## config.mk

```make
export PLATFORM = sky130hd
export DESIGN_NAME = pwm_timer_top
export DESIGN_NICKNAME = d
export VERILOG_FILES = /design/src/rtl/pwm_pkg.sv /design/src/rtl/pwm_timebase.sv /design/src/rtl/pwm_postscaler.sv /design/src/rtl/pwm_duty_unit.sv /design/src/rtl/pwm_timer_top.sv
export SDC_FILE = /design/constraint.sdc
export NUM_CORES = 1
export LEC_CHECK = 0
export ABC_AREA = 1
export BUFFER_PORTS_ARGS = -buffer_cell sky130_fd_sc_hd__buf_2
export CORE_UTILIZATION = 59
export CTS_BUF_LIST = sky130_fd_sc_hd__clkbuf_16
export DETAILED_ROUTE_END_ITERATION = 12
export GPL_ROUTABILITY_DRIVEN = 0
export GPL_TIMING_DRIVEN = 0
export PLACE_DENSITY = 0.85
export SLEW_MARGIN = 20
export SYNTH_ARGS = -nofsm -noshare
export SYNTH_HDL_FRONTEND = slang
export SYNTH_SLANG_ARGS = --single-unit
```

## constraint.sdc

```tcl
create_clock -name clk -period 4.9 [get_ports clk]
set_input_delay 0.735 -clock clk [delete_from_list [all_inputs] [get_ports clk]]
set_output_delay 0.735 -clock clk [all_outputs]
set_load 0.02 [all_outputs]
```

## src/rtl/pwm_pkg.sv

```systemverilog
package pwm_pkg;
  localparam int FRAC_W = 2;
  localparam int DIV_W  = 6;

  // last divider value of one timer step: 4*PS - 1
  function automatic logic [DIV_W-1:0] step_limit(input logic [1:0] sel);
    case (sel)
      2'd0:    step_limit = 6'd3;
      2'd1:    step_limit = 6'd15;
      default: step_limit = 6'd63;
    endcase
  endfunction

  // quarter of the current step: divider value divided by PS
  function automatic logic [FRAC_W-1:0] step_phase(input logic [DIV_W-1:0] d,
                                                   input logic [1:0] sel);
    case (sel)
      2'd0:    step_phase = d[1:0];
      2'd1:    step_phase = d[3:2];
      default: step_phase = d[5:4];
    endcase
  endfunction
endpackage

```

## src/rtl/pwm_timebase.sv

```systemverilog
module pwm_timebase import pwm_pkg::*; #(
  parameter int CNT_W = 8,
  localparam int FINE_W = CNT_W + FRAC_W
) (
  input  logic              clk,
  input  logic              rst,
  input  logic              en,
  input  logic [1:0]        pre_sel,
  input  logic [CNT_W-1:0]  period,
  output logic              period_end,
  output logic [FINE_W-1:0] fine_next
);
  logic [DIV_W-1:0] div_q, div_d;
  logic [CNT_W-1:0] cnt_q, cnt_d;
  logic             step_done, at_top;

  always_comb begin
    step_done  = div_q >= step_limit(pre_sel);
    at_top     = cnt_q == period;
    period_end = en && step_done && at_top;
    div_d      = div_q;
    cnt_d      = cnt_q;
    if (en) begin
      if (step_done) begin
        div_d = '0;
        cnt_d = at_top ? '0 : cnt_q + CNT_W'(1);
      end else begin
        div_d = div_q + DIV_W'(1);
      end
    end
    fine_next = {cnt_d, step_phase(div_d, pre_sel)};
  end

  always_ff @(posedge clk) begin
    if (rst) begin
      div_q <= '0;
      cnt_q <= '0;
    end else begin
      div_q <= div_d;
      cnt_q <= cnt_d;
    end
  end
endmodule

```

## src/rtl/pwm_postscaler.sv

```systemverilog
module pwm_postscaler #(
  parameter int POST_W = 4
) (
  input  logic              clk,
  input  logic              rst,
  input  logic              period_end,
  input  logic [POST_W-1:0] post_sel,
  input  logic              flag_clr,
  output logic              flag
);
  logic [POST_W-1:0] seen_q;
  logic              hit;

  assign hit = period_end && (seen_q >= post_sel);

  always_ff @(posedge clk) begin
    if (rst) begin
      seen_q <= '0;
      flag   <= 1'b0;
    end else begin
      if (period_end) seen_q <= hit ? '0 : seen_q + POST_W'(1);
      if (hit)           flag <= 1'b1;
      else if (flag_clr) flag <= 1'b0;
    end
  end
endmodule

```

## src/rtl/pwm_duty_unit.sv

```systemverilog
module pwm_duty_unit import pwm_pkg::*; #(
  parameter int HI_W = 8,
  localparam int DUTY_W = HI_W + FRAC_W
) (
  input  logic              clk,
  input  logic              rst,
  input  logic              period_end,
  input  logic [DUTY_W-1:0] fine_next,
  input  logic              hi_we,
  input  logic [HI_W-1:0]   hi_din,
  input  logic              lo_we,
  input  logic [FRAC_W-1:0] lo_din,
  output logic [DUTY_W-1:0] duty_q,
  output logic              pwm
);
  logic [HI_W-1:0]   mst_hi;
  logic [FRAC_W-1:0] mst_lo;
  logic [DUTY_W-1:0] duty_d;

  assign duty_d = period_end ? {mst_hi, mst_lo} : duty_q;

  always_ff @(posedge clk) begin
    if (rst) begin
      mst_hi <= '0;
      mst_lo <= '0;
      duty_q <= '0;
      pwm    <= 1'b0;
    end else begin
      if (hi_we) mst_hi <= hi_din;
      if (lo_we) mst_lo <= lo_din;
      duty_q <= duty_d;
      pwm    <= fine_next < duty_d;
    end
  end
endmodule

```

## src/rtl/pwm_timer_top.sv

```systemverilog
module pwm_timer_top import pwm_pkg::*; #(
  parameter int CNT_W  = 8,
  parameter int NCH    = 2,
  parameter int POST_W = 4,
  localparam int DUTY_W = CNT_W + FRAC_W
) (
  input  logic                  clk,
  input  logic                  rst,
  input  logic                  tmr_en,
  input  logic [1:0]            pre_sel,
  input  logic [POST_W-1:0]     post_sel,
  input  logic [CNT_W-1:0]      period,
  input  logic                  flag_clr,
  input  logic [NCH-1:0]        duty_hi_we,
  input  logic [NCH*CNT_W-1:0]  duty_hi,
  input  logic [NCH-1:0]        duty_lo_we,
  input  logic [NCH*FRAC_W-1:0] duty_lo,
  output logic [NCH-1:0]        pwm_out,
  output logic                  tmr_flag,
  output logic [NCH*DUTY_W-1:0] duty_active
);
  logic              period_end;
  logic [DUTY_W-1:0] fine_next;

  pwm_timebase #(.CNT_W(CNT_W)) u_tb (
    .clk(clk), .rst(rst), .en(tmr_en), .pre_sel(pre_sel), .period(period),
    .period_end(period_end), .fine_next(fine_next)
  );

  pwm_postscaler #(.POST_W(POST_W)) u_post (
    .clk(clk), .rst(rst), .period_end(period_end), .post_sel(post_sel),
    .flag_clr(flag_clr), .flag(tmr_flag)
  );

  for (genvar c = 0; c < NCH; c++) begin : g_ch
    pwm_duty_unit #(.HI_W(CNT_W)) u_duty (
      .clk(clk), .rst(rst), .period_end(period_end), .fine_next(fine_next),
      .hi_we(duty_hi_we[c]), .hi_din(duty_hi[c*CNT_W +: CNT_W]),
      .lo_we(duty_lo_we[c]), .lo_din(duty_lo[c*FRAC_W +: FRAC_W]),
      .duty_q(duty_active[c*DUTY_W +: DUTY_W]), .pwm(pwm_out[c])
    );
  end
endmodule

```

==> flow_metrics.tcl <==
set metrics [dict create \
    reg2reg_setup_slack_ps 1590 \
    first_iter_violations 220 \
    cp.arrival_ps 3860 \
    maxSlewViolCount 0 \
    r2r-end "g_ch[0].u_duty.pwm" \
    slew_headroom_pct 63.12 \
    ys_seq_area_share_pct 37.12 \
    die_h_um 76.67 \
    clkSinkCount 61 \
    antenna_found_initial 0 \
    clock_latency_ps 320 \
    cts_buffer_depth 2 \
    setup_viol 0 \
    syn_avg_cell_area_sq_um 7.722 \
    postLayoutCellArea_sq_mm 0.003975 \
    fin_crit_sh_pct 73.67 \
    route.detailed.drc 0 \
    cap_violations 0 \
    firstDrtPassIters 4 \
    vias 3033 \
    die_w_um 76.67 \
    synth.area.top_cells "dfxtp_1, ha_1, nor2_1, mux2i_2, nand2_1" \
    cp_slowest_stage_delay_ps 450 \
    ios 65 \
    cp_max_fo 10 \
    netlist_area_sq_mm 0.003289 \
    synth_top_area_share_pct 37.12 \
    fmax_mhz 277.0 \
    fin_nets 569 \
    path_class "in -> reg" \
    tns_ps 0 \
    num_rows 26 \
    min_to "u_post.flag" \
    hp-start "u_post.flag" \
    coreArea_sq_mm 0.005238 \
    startpoint_type "primary input" \
    r2r-start "u_tb.div_q[5]" \
    yosys_register_bits 61 \
    gr-usage-all-layers_pct 28.40 \
    fillers 385 \
    cellPowerDensity_mw_per_mm2 301.1 \
    finalPower_mw 1.197 \
    min_period_ps 3610 \
    syn_nets 495 \
    cts_htree_levels 3 \
    end_kind "register" \
    hold_path_class "reg -> reg" \
    hold_violations 0 \
    fin_skew_ps 5.635 \
    initial_core_util_pct 62.80 \
    rr_worst_depth 17 \
    cts.hold.buffers_added 0 \
    netlist_instances 426 \
    synth-edff-count 0 \
    synth_warnings 0 \
    grt_pass1_wl_um 13000 \
    grt_pass1_vias 2924 \
    ys_async_sr_fraction_pct 0 \
    rsz0062_at_grt "false" \
    synth.largest_area_cell "dfxtp_1" \
    synthDistinctLibCells 35 \
    syn_to_final_growth_pct 20.84 \
    status "complete, no violations" \
    via_per_inst 5.275 \
    grt_max_degree 11 \
    hold_path_depth 2 \
    overflow 0 \
    clk_pin_slew_worst_paths_ps 50 \
    cp_data_required_time_ps 5150 \
    portBuffers 63 \
    max_slew.worst_pin.slew_ps 553.1 \
    cts_root_buf "clkbuf_16" \
    wl_um 7829 \
    placed_cell_area_sq_mm 0.003692 \
    cp_num_buf_inv 4 \
    postCtsSetupBuffers 0 \
    peakVddDrop_v 0.0003012 \
    die_area_sq_mm 0.005878 \
    dpl.hpwl_um 5451 \
    synthFlopType "dfxtp_1" \
    drive_gt1_share_pct 23.56 \
    hold_ws_ps 463.7 \
    crit_cells 19 \
    diodes 0 \
    wl_per_cell_um 13.62 \
    numCtsBuffers 9 \
    post_cts_resized 0 \
    crit_family "simple AND/OR/NAND/NOR gates" \
    layout.core_utilization_pct 75.90 \
    antenna_left 0 \
    slowest_stage "or3b_2" \
    tritoncts "yes" \
    worstPathCellList "buf_2 -> inv_1 -> ha_1 -> nand2_1 -> nor2_1 -> nand3_1 -> nand2_4 -> nand2_4 -> buf_2 -> o21ai_1 -> inv_1 -> nor3_1 -> ha_1 -> nand2_1 -> o21ai_0 -> nand3_1 -> a21oi_1 -> or3b_2 -> a21oi_1" \
    p_leak_nw 2.027 \
]
cell families (layout without fill, tap and decap cells):
| kind of cell | Yosys count | after routing | synth area share [%] |
|---|---|---|---|
| DFF | 61 | 61 | 37.12 |
| adders and majority gates | 27 | 27 | 10.27 |
| xor gates and xnor gates | 5 | 5 | 1.331 |
| and+or+nand+nor | 191 | 191 | 25.71 |
| muxes | 18 | 18 | 7.531 |
| AOI/OAI and AO/OA | 57 | 57 | 9.547 |
| buffers and inverters | 67 | 146 | 8.482 |
Yosys cell counts, drive strengths merged, types with 2 or more instances:
library cell and count:
a21oi 17, buf 6, clkbuf 6, dfxtp 61, ha 27, inv 55, mux2i 18, nand2 66
nand3 17, nand4 6, nor2 87, nor3 10, nor4 3, o21a 2, o21ai 31, o21bai 2
xor2 5
worst reg2reg max path: stages, from the launching register on:
cell and delay [ps]:
dfxtp_1 320, ha_1 290, nand2_1 70, nor2_1 90, nand3_1 150, nand2_4 150
nand2_4 90, buf_2 200, o21ai_1 190, inv_1 90, nor3_1 350, ha_1 320
nand2_1 80, o21ai_0 100, nand3_1 80, a21oi_1 80, or3b_2 450, a21oi_1 140
layout make-up:
cell class,instances,area (sq um),share of cell area (%)
buffer,12,70.07,1.763
clock buffer,9,225.2,5.666
clock inverter,7,57.56,1.448
inverter,55,209.0,5.257
multi-input combinational,298,1789,45.01
sequential,61,1221,30.72
tap,70,87.58,2.203
timing repair buffer,63,315.3,7.932
metrics by stage:
stage / setup slack, ps / std cells
after global placement: 1229 / 559
final: 1290 / 575
after global routing: 1094 / 575
after CTS: 1378 / 575
after floorplan: 1736 / 426
after detailed placement: 1184 / 559
state kept, by name (all words and copies together) (netlist names):
name                flops
g_ch.u_duty.mst_lo      4
g_ch.u_duty.mst_hi     16
g_ch.u_duty.duty_q     20
u_post.flag             1
u_tb.div_q              6
g_ch.u_duty.pwm         2
u_post.seen_q           4
u_tb.cnt_q              8
power by group:
group          switching (mW)  internal [mW]
clock network           0.210          0.385
registers             0.00892          0.511
logic                  0.0478         0.0337
worst max path at each step:
stage | startpoint | to
floorplan | pre_sel[1] | g_ch[0].u_duty.pwm
global route | pre_sel[1] | g_ch[0].u_duty.pwm
CTS | pre_sel[1] | g_ch[0].u_duty.pwm
detailed placement | pre_sel[1] | g_ch[0].u_duty.pwm
global placement | pre_sel[1] | g_ch[0].u_duty.pwm
finish | pre_sel[1] | g_ch[0].u_duty.pwm
placed cells by master, fill, tap and decap left out, types with 4 or more instances in the layout:
cell,n
clkinv_2,4
mux2i_2,18
nand4_1,6
a21oi_1,17
nand3_1,16
xor2_1,5
inv_2,6
nor3_1,10
clkbuf_16,9
nor2_1,84
buf_2,65
o21ai_0,28
ha_1,27
inv_1,49
nand2_1,62
dfxtp_1,61
clkbuf_1,6
per-layer routing:
metal,vias to the layer above,wire length (um),GRT usage (%),part of all wire [%]
li1,1536,-,-,-
met1,1394,3295,31.92,42
met2,84,3981,50.54,51
met3,19,318,5.833,4.1
met4,0,233,14.23,3.0
met5,-,0,0,0
Note: power is estimated with default switching activity, not from simulation.
